--- config.mk ---
export PLATFORM = sky130hd
export DESIGN_NAME = lane_split_ctl
export DESIGN_NICKNAME = d
export VERILOG_FILES = /design/src/rtl/lsc_pkg.sv /design/src/rtl/lsc_decode.sv /design/src/rtl/lsc_sticky.sv /design/src/rtl/lsc_capture.sv /design/src/rtl/lane_split_ctl.sv
export SDC_FILE = /design/constraint.sdc
export NUM_CORES = 1
export LEC_CHECK = 0
export BUFFER_PORTS_ARGS = -buffer_cell sky130_fd_sc_hd__clkbuf_2
export CAP_MARGIN = 20
export CORE_ASPECT_RATIO = 0.9
export CORE_MARGIN = 5
export CORE_UTILIZATION = 38
export CTS_CLUSTER_SIZE = 25
export DETAILED_ROUTE_END_ITERATION = 7
export PLACE_DENSITY = 0.67
export SYNTH_ARGS = -nofsm -noshare
export SYNTH_HDL_FRONTEND = slang
export SYNTH_HIERARCHICAL = 1
export SYNTH_SLANG_ARGS = --single-unit
--- constraint.sdc ---
create_clock -name clk -period 1.5 [get_ports clk]
set_input_delay 0 -clock clk [delete_from_list [all_inputs] [get_ports clk]]
set_output_delay 0 -clock clk [all_outputs]
set_load 0.01 [all_outputs]
--- src/rtl/lsc_pkg.sv ---
package lsc_pkg;
   localparam int CFG_W = 3;
   localparam int WID_W = 2;

   localparam logic [WID_W-1:0] LW_OFF = 2'd0;
   localparam logic [WID_W-1:0] LW_X4  = 2'd1;
   localparam logic [WID_W-1:0] LW_X8  = 2'd2;
   localparam logic [WID_W-1:0] LW_X16 = 2'd3;

   localparam logic [CFG_W-1:0] CODE_ALLX4 = 3'b000;
   localparam logic [CFG_W-1:0] CODE_8_44  = 3'b001;
   localparam logic [CFG_W-1:0] CODE_44_8  = 3'b010;
   localparam logic [CFG_W-1:0] CODE_8_8   = 3'b011;
   localparam logic [CFG_W-1:0] CODE_16    = 3'b100;
   localparam logic [CFG_W-1:0] CODE_AUTO  = 3'b111;

   // register layout
   localparam int NXA_LSB  = 0;
   localparam int NXB_LSB  = NXA_LSB + CFG_W;
   localparam int OVR_BIT  = NXB_LSB + CFG_W;
   localparam int CUA_LSB  = OVR_BIT + 1;
   localparam int CUB_LSB  = CUA_LSB + CFG_W;
   localparam int MODE_BIT = CUB_LSB + CFG_W;
   localparam int REG_W    = MODE_BIT + 1;
endpackage

--- src/rtl/lsc_decode.sv ---
module lsc_decode
   import lsc_pkg::*;
#(
   parameter int NPORT = 4
) (
   input  logic [CFG_W-1:0]       code_i,
   output logic [NPORT*WID_W-1:0] width_o,
   output logic                   auto_o,
   output logic                   bad_o
);
   generate
      if (NPORT == 4) begin : g_quad
         always_comb begin
            auto_o = 1'b0;
            bad_o  = 1'b0;
            unique case (code_i)
               CODE_ALLX4: width_o = {LW_X4,  LW_X4,  LW_X4,  LW_X4};
               CODE_8_44:  width_o = {LW_X4,  LW_X4,  LW_OFF, LW_X8};
               CODE_44_8:  width_o = {LW_OFF, LW_X8,  LW_X4,  LW_X4};
               CODE_8_8:   width_o = {LW_OFF, LW_X8,  LW_OFF, LW_X8};
               CODE_16:    width_o = {LW_OFF, LW_OFF, LW_OFF, LW_X16};
               CODE_AUTO: begin
                  width_o = '0;
                  auto_o  = 1'b1;
               end
               default: begin
                  width_o = {LW_X4, LW_X4, LW_X4, LW_X4};
                  bad_o   = 1'b1;
               end
            endcase
         end
      end else if (NPORT == 2) begin : g_pair
         always_comb begin
            auto_o = 1'b0;
            bad_o  = 1'b0;
            unique case (code_i)
               CODE_ALLX4: width_o = {LW_X4,  LW_X4};
               CODE_44_8:  width_o = {LW_OFF, LW_X8};
               CODE_AUTO: begin
                  width_o = '0;
                  auto_o  = 1'b1;
               end
               default: begin
                  width_o = {LW_X4, LW_X4};
                  bad_o   = 1'b1;
               end
            endcase
         end
      end else begin : g_unsupported
         $error("lsc_decode: NPORT must be 2 or 4");
      end
   endgenerate
endmodule

--- src/rtl/lsc_sticky.sv ---
module lsc_sticky
   import lsc_pkg::*;
(
   input  logic             clk,
   input  logic             pwrgood_n,
   input  logic             hard_rst_n,
   input  logic             wr_en,
   input  logic [REG_W-1:0] wdata,
   output logic             ovr_en,
   output logic [CFG_W-1:0] nxt_a,
   output logic [CFG_W-1:0] nxt_b
);
   // read-only bits of the write word are dropped on purpose
   logic unused_ro;
   assign unused_ro = ^wdata[REG_W-1:CUA_LSB];

   always_ff @(posedge clk or negedge pwrgood_n) begin
      if (!pwrgood_n) begin
         ovr_en <= 1'b0;
         nxt_a  <= '0;
         nxt_b  <= '0;
      end else if (wr_en && hard_rst_n) begin
         ovr_en <= wdata[OVR_BIT];
         nxt_a  <= wdata[NXA_LSB +: CFG_W];
         nxt_b  <= wdata[NXB_LSB +: CFG_W];
      end
   end
endmodule

--- src/rtl/lsc_capture.sv ---
module lsc_capture
   import lsc_pkg::*;
#(
   parameter int STRAP_W = 4,
   parameter int NPORT_A = 4,
   parameter int NPORT_B = 2
) (
   input  logic                     clk,
   input  logic                     pwrgood_n,
   input  logic                     hard_rst_n,
   input  logic [STRAP_W-1:0]       strap_i,
   input  logic                     ovr_en,
   input  logic [CFG_W-1:0]         nxt_a,
   input  logic [CFG_W-1:0]         nxt_b,
   output logic [CFG_W-1:0]         cur_a,
   output logic [CFG_W-1:0]         cur_b,
   output logic                     mode,
   output logic                     err,
   output logic [NPORT_A*WID_W-1:0] wid_a,
   output logic [NPORT_B*WID_W-1:0] wid_b,
   output logic                     auto_a,
   output logic                     auto_b
);
   localparam int SW = STRAP_W / 2;

   logic [CFG_W-1:0]         sel_a, sel_b;
   logic [NPORT_A*WID_W-1:0] dw_a;
   logic [NPORT_B*WID_W-1:0] dw_b;
   logic                     da_auto, db_auto, da_bad, db_bad;

   assign sel_a = ovr_en ? nxt_a : {{(CFG_W-SW){1'b0}}, strap_i[2*SW-1:SW]};
   assign sel_b = ovr_en ? nxt_b : {{(CFG_W-SW){1'b0}}, strap_i[SW-1:0]};

   lsc_decode #(.NPORT(NPORT_A)) u_dec_a (
      .code_i(sel_a), .width_o(dw_a), .auto_o(da_auto), .bad_o(da_bad));
   lsc_decode #(.NPORT(NPORT_B)) u_dec_b (
      .code_i(sel_b), .width_o(dw_b), .auto_o(db_auto), .bad_o(db_bad));

   always_ff @(posedge clk or negedge pwrgood_n) begin
      if (!pwrgood_n) begin
         cur_a  <= '0;
         cur_b  <= '0;
         mode   <= 1'b0;
         err    <= 1'b0;
         wid_a  <= {NPORT_A{LW_X4}};
         wid_b  <= {NPORT_B{LW_X4}};
         auto_a <= 1'b0;
         auto_b <= 1'b0;
      end else if (!hard_rst_n) begin
         cur_a  <= da_bad ? CODE_ALLX4 : sel_a;
         cur_b  <= db_bad ? CODE_ALLX4 : sel_b;
         mode   <= ovr_en;
         err    <= da_bad | db_bad;
         wid_a  <= dw_a;
         wid_b  <= dw_b;
         auto_a <= da_auto;
         auto_b <= db_auto;
      end
   end
endmodule

--- src/rtl/lane_split_ctl.sv ---
module lane_split_ctl
   import lsc_pkg::*;
#(
   parameter int STRAP_W = 4,
   parameter int NPORT_A = 4,
   parameter int NPORT_B = 2,
   localparam int NPORT_T = NPORT_A + NPORT_B + 1,
   localparam int PW_W    = NPORT_T * WID_W
) (
   input  logic               clk,
   input  logic               pwrgood_n,
   input  logic               hard_rst_n,
   input  logic [STRAP_W-1:0] strap_i,
   input  logic               reg_wr_en,
   input  logic [REG_W-1:0]   reg_wdata,
   output logic [REG_W-1:0]   reg_rdata,
   output logic [PW_W-1:0]    port_width,
   output logic               auto_a,
   output logic               auto_b,
   output logic               cfg_err
);
   generate
      if (STRAP_W % 2 != 0 || STRAP_W / 2 > CFG_W) begin : g_bad_strap
         $error("lane_split_ctl: STRAP_W must be even and at most 2*CFG_W");
      end
      if (NPORT_A != 4 || NPORT_B != 2) begin : g_bad_ports
         $error("lane_split_ctl: cluster sizes must be 4 and 2");
      end
   endgenerate

   logic                     ovr_en, mode;
   logic [CFG_W-1:0]         nxt_a, nxt_b, cur_a, cur_b;
   logic [NPORT_A*WID_W-1:0] wid_a;
   logic [NPORT_B*WID_W-1:0] wid_b;

   lsc_sticky u_sticky (
      .clk(clk), .pwrgood_n(pwrgood_n), .hard_rst_n(hard_rst_n),
      .wr_en(reg_wr_en), .wdata(reg_wdata),
      .ovr_en(ovr_en), .nxt_a(nxt_a), .nxt_b(nxt_b));

   lsc_capture #(.STRAP_W(STRAP_W), .NPORT_A(NPORT_A), .NPORT_B(NPORT_B)) u_cap (
      .clk(clk), .pwrgood_n(pwrgood_n), .hard_rst_n(hard_rst_n),
      .strap_i(strap_i), .ovr_en(ovr_en), .nxt_a(nxt_a), .nxt_b(nxt_b),
      .cur_a(cur_a), .cur_b(cur_b), .mode(mode), .err(cfg_err),
      .wid_a(wid_a), .wid_b(wid_b), .auto_a(auto_a), .auto_b(auto_b));

   assign reg_rdata  = {mode, cur_b, cur_a, ovr_en, nxt_b, nxt_a};
   assign port_width = {wid_a, wid_b, LW_X4};
endmodule

# Yosys cells after proc, flatten, opt, wreduce, memory -nomap -nowiden
# Index checks and enable logic that the tools add are counted.
dict set report word_totals {
  output_inout_bits 31
  input_bits 22
  regBits 29
  word_cells 34
}
dict set report classes {
  n_reduce_logical 5
  bitwise 1
  n_eq_ne 7
  mux 10
}
# op n
set op_table {}
lappend op_table {{$pmux 7 s5} 1}
lappend op_table {{$mux 3} 4}
lappend op_table {{$eq 3x2->1 const B} 3}
lappend op_table {{$eq 3x3->1 const B} 3}
lappend op_table {{$logic_not 3->1} 2}
lappend op_table {{$pmux 3 s2} 1}
lappend op_table {{$reduce_or 6->1} 1}
lappend op_table {{$mux 1} 4}
lappend op_table {{$eq 3x1->1 const B} 1}
lappend op_table {{$reduce_or 3->1} 1}
lappend op_table {{$logic_and 1x1->1} 1}
lappend op_table {{$or 1x1->1} 1}

# Longest topological paths before layout
# Gate-level depths: netlist of run 1.
dict set report depth {
  word_depth 5
  depth_mapped 5
  ltp_nobuf 5
}

# Modules after synthesis
# The synthesis of run 1 kept the hierarchy.
# module cells_per_inst instances seq_area_each_um2 area_per_inst_um2
set modules_own_cells {}
lappend modules_own_cells {lsc_capture 57 1 558.0 890.9}
lappend modules_own_cells {lsc_sticky 15 1 175.2 260.2}
lappend modules_own_cells {{lsc_decode at u_cap.u_dec_a} 15 1 0.0 103.8}
lappend modules_own_cells {{lsc_decode at u_cap.u_dec_b} 9 1 0.0 57.6}
lappend modules_own_cells {lane_split_ctl 6 1 0.0 37.5}

# Least setup slack after synthesis of run 1
# No wires, ideal clock.
dict set report synth_timing {
  path_type {register -> register}
  startpoint {reg u_sticky.ovr_en}
  endpoint {reg u_cap.wid_b[2]}
  path_stages_with_launch 6
  setup_time_ps 82
  required_time_ps 1418
  period_less_slack_ps 1495
  arrival_ps 1413
  path_buffers 1
  path_slack_ps 5
  cell_sequence {dfrtp_1 -> mux2_2 -> nor2_2 -> o21ai_1 -> buf_4 -> mux2_2}
}
dict set report synth_via {
  elab_chain_cells 3
  word_cells_on_any_way 4
  cone_classes {2 x eq/ne; 2 x mux}
}
# element line
set synth_rtl {}
lappend synth_rtl {{start: declaration} lsc_sticky.sv:9} ;# output logic ovr_en,
lappend synth_rtl {{start signal: assignment} lsc_sticky.sv:23} ;# ovr_en <= wdata[OVR_BIT];
lappend synth_rtl {{$mux 3 (*)} lsc_capture.sv:32} ;# assign sel_b = ovr_en ? nxt_b : {{(CFG_W-SW){1'b0}}, strap_i[SW-1:0]};
lappend synth_rtl {{named net u_cap.sel_b[0]} lsc_capture.sv:26} ;# logic [CFG_W-1:0] sel_a, sel_b;
lappend synth_rtl {{$eq 3x3->1 / $eq 3x2->1 (equally long branches)} lsc_decode.sv:36} ;# unique case (code_i)
lappend synth_rtl {{$pmux 3 s2 (*)} lsc_decode.sv:36}
lappend synth_rtl {{named net u_cap.dw_b[2]} lsc_capture.sv:28} ;# logic [NPORT_B*WID_W-1:0] dw_b;
lappend synth_rtl {{end signal: assignment} lsc_capture.sv:46} ;# wid_b <= {NPORT_B{LW_X4}};
lappend synth_rtl {{end signal: assignment} lsc_capture.sv:55} ;# wid_b <= dw_b;
lappend synth_rtl {{end: declaration} lsc_capture.sv:20} ;# output logic [NPORT_B*WID_W-1:0] wid_b,
# Mark *: on every way through the listed nets, which the timed path passes. The rest lies on a longest branch.
# A chain may end at the register's enable or synchronous reset.

# Worst setup path after layout of run 1
dict set report layout_timing {
  startpoint {reg u_sticky.ovr_en}
  endpoint {reg u_cap.wid_a[1]}
}
dict set report layout_via {
  elab_chain_cells 3
  word_cells_on_any_way 7
  cone_classes {5 x eq/ne; 2 x mux}
}
# element line
set layout_rtl {}
lappend layout_rtl {{$mux 3 (*)} lsc_capture.sv:31} ;# assign sel_a = ovr_en ? nxt_a : {{(CFG_W-SW){1'b0}}, strap_i[2*SW-1:SW]};
lappend layout_rtl {{named net u_cap.sel_a[1]} lsc_capture.sv:26}
lappend layout_rtl {{$eq 3x3->1 (tied with other cells)} lsc_decode.sv:16} ;# unique case (code_i)
lappend layout_rtl {{$pmux 7 s5 (*)} lsc_decode.sv:16}
lappend layout_rtl {{named net u_cap.dw_a[1]} lsc_capture.sv:27} ;# logic [NPORT_A*WID_W-1:0] dw_a;
lappend layout_rtl {{end signal: assignment} lsc_capture.sv:45} ;# wid_a <= {NPORT_A{LW_X4}};
lappend layout_rtl {{end signal: assignment} lsc_capture.sv:54} ;# wid_a <= dw_a;
lappend layout_rtl {{end: declaration} lsc_capture.sv:19} ;# output logic [NPORT_A*WID_W-1:0] wid_a,
# Marked as above.

==> summary.md, run 1 <==
| Metric | Value |
|---|---|
| Worst path slowest cell | dfrtp_2 |
| Max stage delay on crit path | 460 ps |
| Most frequent cells in the layout | clkbuf_2, dfrtp_1, mux2_2, buf_4, dlygate4sd3_1 |
| Largest net degree at the start of global routing | 30 |
| Post-Syn Instances | 102 |
| Crit path top cell by count | mux2_2 |
| Post-detailed-route wirelength per cell | 14.0 um |
| Fmax | roughly 0.67 GHz |
| Netlist cell types | 25 |
| Crit path from | u_sticky/ovr_en |
| Area leader, netlist | dfrtp_1 |
| GPL Wtd Cong | ~0.8 |
| Clk sinks | 29 |
| CP Capture Point | u_cap/wid_a[1] |
| HPWL after detailed placement | between 1.5 and 2 mm |
| Bufs on Longest Clock Path | 2 |
| Leak | 0.916 nW |
| TritonCTS buffer count | 5 |
| DR vias/cell | 4.68 |
| Initial core utilization | 0.397 |
| Critical Path RT | 1670 ps |
| Synth top area share | 0.426 |
| Max IR drop VDD | a little under 0.0006 V |
| Post-route ant nets | 0 |
| R2R cell count | 5 |
| Worst reg2reg setup slack | 20 ps |
| Total gr overflow | 0 |
| Hold Crit Class | in -> reg |
| HP Start | strap_i[0] |
| Diode count | 0 |
| Worst-margin pin slew | 714 ps |
| Tmin final | 1480 ps |
| Chip Height | ~67 um |
| Worst-skew pair later-pin latency | ~280 ps |
| Register bit count reported by yosys | 29 |
| Outcome | finished clean |
| Met2 WL | roughly 1.4 mm |
| Setup ws final | 15.2 ps |
| Initial DRC Count | 24 |
| Gr usage total | 0.139 |
| Ratio of cells with drive above 1 in the final layout | 0.673 |
| Sequential area share after synthesis | 0.543 |
| Nets | between 150 and 200 |
| Root Driver | clkbuf_8 |
| Top cells by area, synth | dfrtp_1, mux2_2, dfstp_2, buf_4, a22o_1 |
| Worst EP arrival | 1660 ps |
| Reg-to-reg startpoint | u_sticky/ovr_en |
| Crit Reg-Reg Endpoint | u_cap/wid_a[1] |
| Period utilization | 0.990 |
| Crit. End Element | flop |
| Row count | 20 |
| Number of fill cells | 314 |
| Routed wire length | 2.88 mm |
| TritonRoute pass-1 iters | 4 |
| I/O pin cnt | 53 |
| Worst slack, placed | -119 ps |
| Die Wd | between 70 and 80 um |
| Kind of critical path | reg -> reg |
| Metal-1 WL | 1.19 mm |
| Die area | 4850 sq um |
| Clock transition at path regs | around 60 ps |
| Post-Synthesis Cell Area | approximately 1400 sq um |
| Final Hold Vio Count | 0 |
| PD cells | 1350 nW/um^2 |
| YS warnings | 6 |
| First-pass GRT wire length | 4.93 mm |
| Most common cell after layout, fill and taps aside | clkbuf_2 |
| CP cell instances | mux2_4 -> buf_6 -> nor2b_4 -> mux2_2 -> mux2_2 |
| Syn_area_per_cell | 13.2 sq um |
| Setup Viol. Count Final | 0 |
| Max_cap viols | 0 |
| I/O Buffers | 43 |
| Area grow syn2layout | 38.1% |
| CTS tree | yes |
| Fin. max-slew vios | 0 |
| Initial antenna violation count | 0 |
| Fin util | 0.548 |
| DR DRC count | 0 |
| Max FO, Critical Path | 6 |
| CORE AREA | ~3400 sq um |
| RSZ-0062 raised after global routing | true |
| Number of global-route vias before repair | between 1k and 1.5k |
| CP startpoint kind | flop |
| Top layer in use | met4 |
| Htree depth | 2 |
| Routed vias | 964 |
| Slew margin rel. | 0.524 |
| Worst Skew | 2.91 ps |
| Met3 wire len | 256 um |
## timing repair
item | CTS | global route
gates resized for setup | 4 | 15
setup endpoints to repair | 15 | 10
hold buffers | 8 | 0
pin swaps | 0 | 7
setup buffers | 2 | 1
endpoints found under the hold margin | 30 | 0
## logic make-up after synthesis
family	share of synthesized area
buffers and inverters	0.0732
other	0.0111
muxes	0.228
AOI/OAI and AO/OA	0.0500
DFF	0.543
and+or+nand+nor	0.0751
xor gates and xnor gates	0.0195
## report_power, final
part / internal (mW) / switching [mW] / leakage (nW) / total, mW
Combinational: 0.406 / 0.337 / 0.516 / 0.743
Sequential: 0.964 / 0.0934 / 0.346 / 1.06
Clock: 0.414 / 0.298 / 0.0542 / 0.712
## worst min path at each step
stage / endpoint / slack (ps) / depth (start not counted)
floorplan: u_cap/auto_a / -300 / 0
detailed placement: u_sticky/nxt_b[0] / 90 / 1
global placement: u_cap/wid_b[3] / 70 / 1
global route: u_cap/cur_b[0] / 160 / 3
CTS: u_cap/cur_b[0] / 120 / 3
finish: u_cap/cur_b[0] / 140 / 3
## worst max-delay path: cells and delay by family, from the launching register on
family | cells | cell delay (ps)
flops | 1 | 460
simple gates | 1 | 30
mux | 3 | 770
buf+inv | 1 | 110
## synthesized netlist by cell type, drive strengths merged
library cell and number:
and2 4, dfrtp 23, nor2b 3, mux2 27
conb 4, nand2 2, xnor2 3, inv 1
buf 12, o21ai 3, and3 2, a22o 6
nor2 6, dfstp 6
## cell type report
class | count | area (sq um) | share of cell area
sequential | 29 | 734 | 0.394
multi-input combinational | 61 | 577 | 0.309
timing repair buffer | 63 | 393 | 0.211
clock buffer | 7 | 96.3 | 0.0517
tap | 44 | 55.1 | 0.0295
clock inverter | 1 | 5.00 | 0.00268
inverter | 1 | 3.75 | 0.00201
## routing by layer
metal  track usage  up-vias
met5             0        -
met4        0.0553        0
met3        0.0679        5
met2         0.229       41
met1         0.153      468
li1              -      450
## flip-flops by register name (all words and copies together), names as in the netlist, 3 cells and up
register        flops
u_cap/wid_b         4
u_cap/wid_a         8
u_sticky/nxt_b      3
u_sticky/nxt_a      3
u_cap/cur_a         3
u_cap/cur_b         3
## metrics by stage
stage                     std cells  power, mW  hold WS [ps]  cell area (sq um)  TNS [ps]
final                           206       2.51           143               1860         0
after global routing            206       2.67           161               1860      -279
after CTS                       205       2.48           117               1800         0
after detailed placement        187       1.71          86.3               1600      -940
after global placement          187       1.69          69.9               1600      -211
after floorplan                 103       1.46          -296               1350         0
(Power assumes the default switching activity.)
==> run 2, diff against run 1 <==
Settings changed: CELL_PAD_IN_SITES_DETAIL_PLACEMENT set to 1, CELL_PAD_IN_SITES_GLOBAL_PLACEMENT set to 1, CORE_UTILIZATION 38 to 33, PLACE_DENSITY 0.67 to not set, PLACE_DENSITY_LB_ADDON set to 0.1.
==> run 2 against run 1 <==
  * Global-route usage down 1.6 points
  * Clock skew down 0.94 ps
  * Combinational power down 3%
  * Critical endpoint unchanged
  * Largest cell class unchanged
  * First-iteration DRC count down 42%
  * Largest power group unchanged
  * Clock power about the same
  * Highest routed layer unchanged
  * Routed wire length up 5.6%
  * Critical path depth down 2
==> summary.md, run 2 (synthesized netlist as in run 1, its figures left out) <==
| Metric | Value |
|---|---|
| Outcome | finished clean (unchanged) |
| Die Wd | 77.4 um (was 72.8 um) |
| Die area | 5470 sq um (was 4850 sq um) |
| Final Hold Vio Count | 0 (unchanged) |
| Crit path top cell by count | mux2_2 (unchanged) |
| Max_cap viols | 0 (unchanged) |
| Most frequent cells in the layout | clkbuf_2, mux2_2, dfrtp_1, buf_4, dlygate4sd3_1 (was clkbuf_2, dfrtp_1, mux2_2, buf_4, dlygate4sd3_1) |
| PD cells | 1350 nW/um^2 (about the same) |
| Most Crowded Layer GR | met2 (unchanged) |
| Largest net degree at the start of global routing | 30 (unchanged) |
| Post-detailed-route wirelength per cell | 14.5 um (was 14.0 um) |
| Leak | 0.895 nW (was 0.916 nW) |
| TritonCTS buffer count | 5 (unchanged) |
| DR DRC count | 0 (unchanged) |
| Root Driver | clkbuf_8 (unchanged) |
| Worst-skew pair later-pin latency | 280 ps (about the same) |
| HP Start | strap_i[0] (unchanged) |
| Crit Reg-Reg Endpoint | u_cap/wid_a[1] (unchanged) |
| Reg-to-reg startpoint | u_sticky/ovr_en (unchanged) |
| Footprint of the multi-input gates | 564 sq um (was 577 sq um) |
| Grt met1 use | 0.149 (was 0.153) |
| Max stage delay on crit path | 460 ps (about the same) |
| R2R cell count | 3 (was 5) |
| Worst reg2reg setup slack | 10 ps (was 20 ps) |
| Kind of critical path | reg -> reg (unchanged) |
| Met3 Use GR | 0.0522 (was 0.0679) |
| I/O Buffers | 43 (unchanged) |
| Chip Height | 70.7 um (was 66.5 um) |
| Crit. End Element | flop (unchanged) |
| Most common cell after layout, fill and taps aside | clkbuf_2 (unchanged) |
| Slew margin rel. | 0.523 (was 0.524) |
| Ratio of cells with drive above 1 in the final layout | 0.665 (was 0.673) |
| Number of fill cells | 441 (was 314) |
| CTS tree | yes (unchanged) |
| Worst Skew | 1.97 ps (was 2.91 ps) |
| Critical Path RT | 1670 ps (about the same) |
| Largest register FFs | 8 (unchanged) |
| Post-route ant nets | 0 (unchanged) |
| RSZ-0062 raised after global routing | true (unchanged) |
| Post-DP Area | 1590 sq um (was 1600 sq um) |
| Top Registers | u_cap/wid_a: 8 flops, u_cap/wid_b: 4 flops (unchanged) |
| Fin util | 0.458 (was 0.548) |
| Routed vias | 936 (was 964) |
| Register area | 734 sq um (unchanged) |
| Max IR drop VDD | 0.000575 V (was 0.000582 V) |
| Initial antenna violation count | 0 (unchanged) |
| TritonRoute pass-1 iters | 3 (was 4) |
| First-pass GRT wire length | 5.27 mm (was 4.93 mm) |
| Initial core utilization | 0.336 (was 0.397) |
| DR vias/cell | 4.48 (was 4.68) |
| Routed wire length | 3.04 mm (was 2.88 mm) |
| Area grow syn2layout | 36.4% (was 38.1%) |
| Total gr overflow | 0 (unchanged) |
| Nets | 182 (was 183) |
| Number of global-route vias before repair | 1103 (was 1036) |
| Worst path slowest cell | dfrtp_2 (unchanged) |
| Design Area, Final | 1840 sq um (was 1860 sq um) |
| Final cell count without fillers | 209 (was 206) |
| Setup ws final | 10.3 ps (was 15.2 ps) |
| Period utilization | 0.993 (was 0.990) |
| Row count | 22 (was 20) |
| CP startpoint kind | flop (unchanged) |
| Worst-margin pin slew | 716 ps (was 714 ps) |
| Cells after DPL | 190 (was 187) |
| Diode count | 0 (unchanged) |
| Htree depth | 2 (unchanged) |
| Setup Viol. Count Final | 0 (unchanged) |
| Gr usage total | 0.123 (was 0.139) |
| Clock transition at path regs | 60 ps (about the same) |
| CORE AREA | 4020 sq um (was 3400 sq um) |
| GPL Wtd Cong | 0.644 (was 0.803) |
| I/O pin cnt | 53 (unchanged) |
| Tmin final | 1490 ps (was 1480 ps) |
| HPWL after detailed placement | 2.16 mm (was 1.98 mm) |
| Initial DRC Count | 14 (was 24) |
| Routing usage on met2 | 0.193 (was 0.229) |
| Worst slack, placed | -87.8 ps (was -119 ps) |
| Worst Hold Depth | 3 (unchanged) |
| Hold Crit Class | in -> reg (unchanged) |
| Fmax | 0.671 GHz (was 0.673 GHz) |
| Worst EP arrival | 1660 ps (about the same) |
| Min-Delay Endpoint | u_cap/cur_b[0] (unchanged) |
| Clk sinks | 29 (unchanged) |
| Fin. max-slew vios | 0 (unchanged) |
| Bufs on Longest Clock Path | 2 (unchanged) |
| CP cell instances | mux2_4 -> mux2_2 -> mux2_2 (was mux2_4 -> buf_6 -> nor2b_4 -> mux2_2 -> mux2_2) |
| Biggest register | u_cap/wid_a (unchanged) |
| Max FO, Critical Path | 7 (was 6) |
[run 2: through the flow]
step	power, mW	TNS (ps)	hold slack, ps
2_1_floorplan	1.46	0	-296
3_3_place_gp	1.70	-173	83.1
3_5_place_dp	1.72	-640	98.4
4_1_cts	2.49	-8.59	119
5_1_grt	2.64	-164	166
6_report	2.49	0	154
[run 2: critical path: cells and delay by family, from the launching register on]
kind,cells,cell delay [ps]
mux,3,910
flops,1,460
[run 2: final cells by class]
class / instances / area share
sequential: 29 / 0.399
multi-input combinational: 61 / 0.306
timing repair buffer: 62 / 0.205
clock buffer: 7 / 0.0523
tap: 48 / 0.0326
clock inverter: 1 / 0.00272
inverter: 1 / 0.00204
[run 2: what timing repair did]
action | CTS | global route
pin swaps | 0 | 6
setup buffers | 3 | 0
endpoints found under the setup margin | 11 | 12
hold endpoints to repair | 30 | 0
hold buffers | 8 | 0
resized for setup | 4 | 9
[run 2: worst max-delay path by stage]
| stage | from | to | slack (ps) |
|---|---|---|---|
| after detailed placement | u_sticky/ovr_en | u_cap/cur_a[2] | -90 |
| after global placement | u_sticky/ovr_en | u_cap/cur_b[2] | -40 |
| after CTS | u_sticky/ovr_en | u_cap/cur_a[2] | -6 |
| after floorplan | u_sticky/ovr_en | u_cap/wid_b[2] | 5 |
| after global routing | u_sticky/ovr_en | u_cap/auto_a | -30 |
| final | u_sticky/ovr_en | u_cap/wid_a[1] | 10 |
[run 2: power breakdown]
part           internal (mW)  switching [mW]
clock                  0.414           0.297
combinational          0.390           0.332
sequential             0.963          0.0912
[run 2: per-layer routing]
| metal | vias to the layer above | share of wire |
|---|---|---|
| met5 | - | 0 |
| met4 | 0 | 0.017 |
| met3 | 7 | 0.080 |
| met2 | 35 | 0.48 |
| met1 | 448 | 0.42 |
| li1 | 446 | - |
==> run 3, diff against run 2 <==
Settings changed: GPL_TIMING_DRIVEN set to 0.
==> run 3 against run 2 <==
  * The run now ends with negative setup slack left
  * Largest cell class unchanged
  * Sequential share of layout area shrank 1.5 points
  * Worst hold slack lost 20 ps
  * Routed wire length grew 4.0%
  * First-iteration DRC count grew 79%
  * Via count grew 6.1%
  * Combinational power grew 6.9%
  * Clock skew grew 1.1 ps
==> summary.md, run 3 (synthesized netlist as in run 1, its figures left out) <==
| Metric | Value |
|---|---|
| Outcome | finished with violations (was finished clean) |
| Failing checks | negative setup slack |
| RSZ-0062 raised after global routing | true (unchanged) |
| I/O pin cnt | 53 (unchanged) |
| Hold_ws | 134 ps (was 154 ps) |
| Register area | 734 sq um (unchanged) |
| CP startpoint kind | flop (unchanged) |
| Number of fill cells | 441 (unchanged) |
| DR vias/cell | 4.53 (was 4.48) |
| Post-detailed-route wirelength per cell | 14.4 um (was 14.5 um) |
| Ratio of cells with drive above 1 in the final layout | 0.673 (was 0.665) |
| CTS tree | yes (unchanged) |
| Htree depth | 2 (unchanged) |
| Slew margin rel. | 0.514 (was 0.523) |
| Die Wd | 77.4 um (unchanged) |
| Worst EP arrival | 1710 ps (was 1660 ps) |
| Kind of critical path | reg -> reg (unchanged) |
| Total gr overflow | 0 (unchanged) |
| HPWL after detailed placement | 2.22 mm (was 2.16 mm) |
| Largest net degree at the start of global routing | 30 (unchanged) |
| Die area | 5470 sq um (unchanged) |
| Worst Skew | 3.04 ps (was 1.97 ps) |
| Tmin final | 1500 ps (was 1490 ps) |
| Period utilization | 1.00 (was 0.993) |
| Initial core utilization | 0.336 (unchanged) |
| Nets | 192 (was 182) |
| Crit. End Element | flop (unchanged) |
| Fin. max-slew vios | 0 (unchanged) |
| CP cell instances | buf_4 -> and2_4 -> and2_0 -> o21ai_1 -> buf_4 -> mux2_2 (was mux2_4 -> mux2_2 -> mux2_2) |
| Routing usage on met2 | 0.199 (was 0.193) |
| Met3 Use GR | 0.0534 (was 0.0522) |
| Max IR drop VDD | 0.000520 V (was 0.000575 V) |
| Bufs on Longest Clock Path | 2 (unchanged) |
| Worst-skew pair later-pin latency | 280 ps (about the same) |
| Crit path top cell by count | buf_4 (was mux2_2) |
| Post-DP Area | 1630 sq um (was 1590 sq um) |
| Final TNS setup | -3.46 ps (was 0 ps) |
| Worst-margin pin slew | 729 ps (was 716 ps) |
| Setup Viol. Count Final | 2 (was 0) |
| Root Driver | clkbuf_8 (unchanged) |
| TritonRoute pass-1 iters | 2 (was 3) |
| Leak | 0.947 nW (was 0.895 nW) |
| Max stage delay on crit path | 460 ps (about the same) |
| PD cells | 1280 nW/um^2 (was 1350 nW/um^2) |
| Hold Crit Class | in -> reg (unchanged) |
| Fmax | 0.666 GHz (was 0.671 GHz) |
| I/O Buffers | 43 (unchanged) |
| Row count | 22 (unchanged) |
| Footprint of the multi-input gates | 577 sq um (was 564 sq um) |
| TritonCTS buffer count | 5 (unchanged) |
| Worst path slowest cell | dfrtp_2 (unchanged) |
| Worst slack, placed | -230 ps (was -87.8 ps) |
| Bufs and invs on worst path | 2 (was 0) |
| Max_cap viols | 0 (unchanged) |
| Number of global-route vias before repair | 1096 (was 1103) |
| Largest register FFs | 8 (unchanged) |
| Chip Height | 70.7 um (unchanged) |
| Top Registers | u_cap/wid_a: 8 flops, u_cap/wid_b: 4 flops (unchanged) |
| Most Crowded Layer GR | met2 (unchanged) |
| Worst reg2reg setup slack | -2 ps (was 10 ps) |
| GPL Wtd Cong | 0.655 (was 0.644) |
| Design Area, Final | 1910 sq um (was 1840 sq um) |
| First-pass GRT wire length | 5.31 mm (was 5.27 mm) |
| Routed wire length | 3.16 mm (was 3.04 mm) |
| Diode count | 0 (unchanged) |
| Grt met1 use | 0.142 (was 0.149) |
| Critical Path RT | 1710 ps (was 1670 ps) |
| CP top delay family | flip-flops (was multiplexers) |
| Area grow syn2layout | 41.7% (was 36.4%) |
| Biggest register | u_cap/wid_a (unchanged) |
| Setup ws final | -2.10 ps (was 10.3 ps) |
| DR DRC count | 0 (unchanged) |
| Routed vias | 993 (was 936) |
| Final Hold Vio Count | 0 (unchanged) |
| Clock transition at path regs | 60 ps (about the same) |
| Post-route ant nets | 0 (unchanged) |
| Initial DRC Count | 25 (was 14) |
| Most frequent cells in the layout | clkbuf_2, dfrtp_1, mux2_2, buf_4, dlygate4sd3_1 (was clkbuf_2, mux2_2, dfrtp_1, buf_4, dlygate4sd3_1) |
| Clk sinks | 29 (unchanged) |
| Initial antenna violation count | 0 (unchanged) |
| Max FO, Critical Path | 7 (unchanged) |
| CORE AREA | 4020 sq um (unchanged) |
| Most common cell after layout, fill and taps aside | clkbuf_2 (unchanged) |
| Gr usage total | 0.123 (about the same) |
[run 3: tightest hold or removal path, stage by stage]
cell      delay, ps
clkbuf_2         80
mux2_4          170
a22o_1          130
[run 3: worst paths after layout]
check | to | depth (start not counted) | start
max | u_cap/wid_b[2] | 6 | u_sticky/ovr_en
min | u_cap/cur_b[0] | 3 | strap_i[0]
max reg2reg | u_cap/wid_b[2] | 6 | u_sticky/ovr_en
min reg2reg | u_cap/wid_a[5] | 1 | u_cap/wid_a[5]
max in group asynchronous | u_sticky/ovr_en | 2 | pwrgood_n
min in group asynchronous | u_sticky/nxt_b[2] | 2 | pwrgood_n
[run 3: cell type report]
class                   count  area share
flip-flops and latches     29       0.384
multi-input cells          61       0.302
repair buffers             61       0.194
plain buffers              11      0.0458
clock buffers               8      0.0419
well taps                  48      0.0314
inverters                   1     0.00196
[run 3: power breakdown]
part	total (mW)	internal, mW	switching [mW]
Clock	0.606	0.329	0.278
Combinational	0.773	0.432	0.342
Sequential	1.06	0.964	0.0954
[run 3: what timing repair did]
item                       in CTS  in global routing
pin swaps                       7                  4
gates resized for setup        13                  4
hold buffers                    8                  0
buffers inserted                6                  4
hold endpoints to repair       30                  0
setup endpoints to repair      17                 15
[run 3: routing by layer]
metal / wire length, um / vias to the layer above
li1: - / 467
met1: 1280 / 480
met5: 0 / -
met4: 67 / 0
met3: 275 / 9
met2: 1530 / 37
[run 3: per-stage QoR]
stage	util	instances	total power, mW
after global routing	0.476	219	2.59
after detailed placement	0.405	194	1.72
after global placement	0.405	194	1.69
final	0.476	219	2.44
after CTS	0.465	215	2.43
after floorplan	-	103	1.46
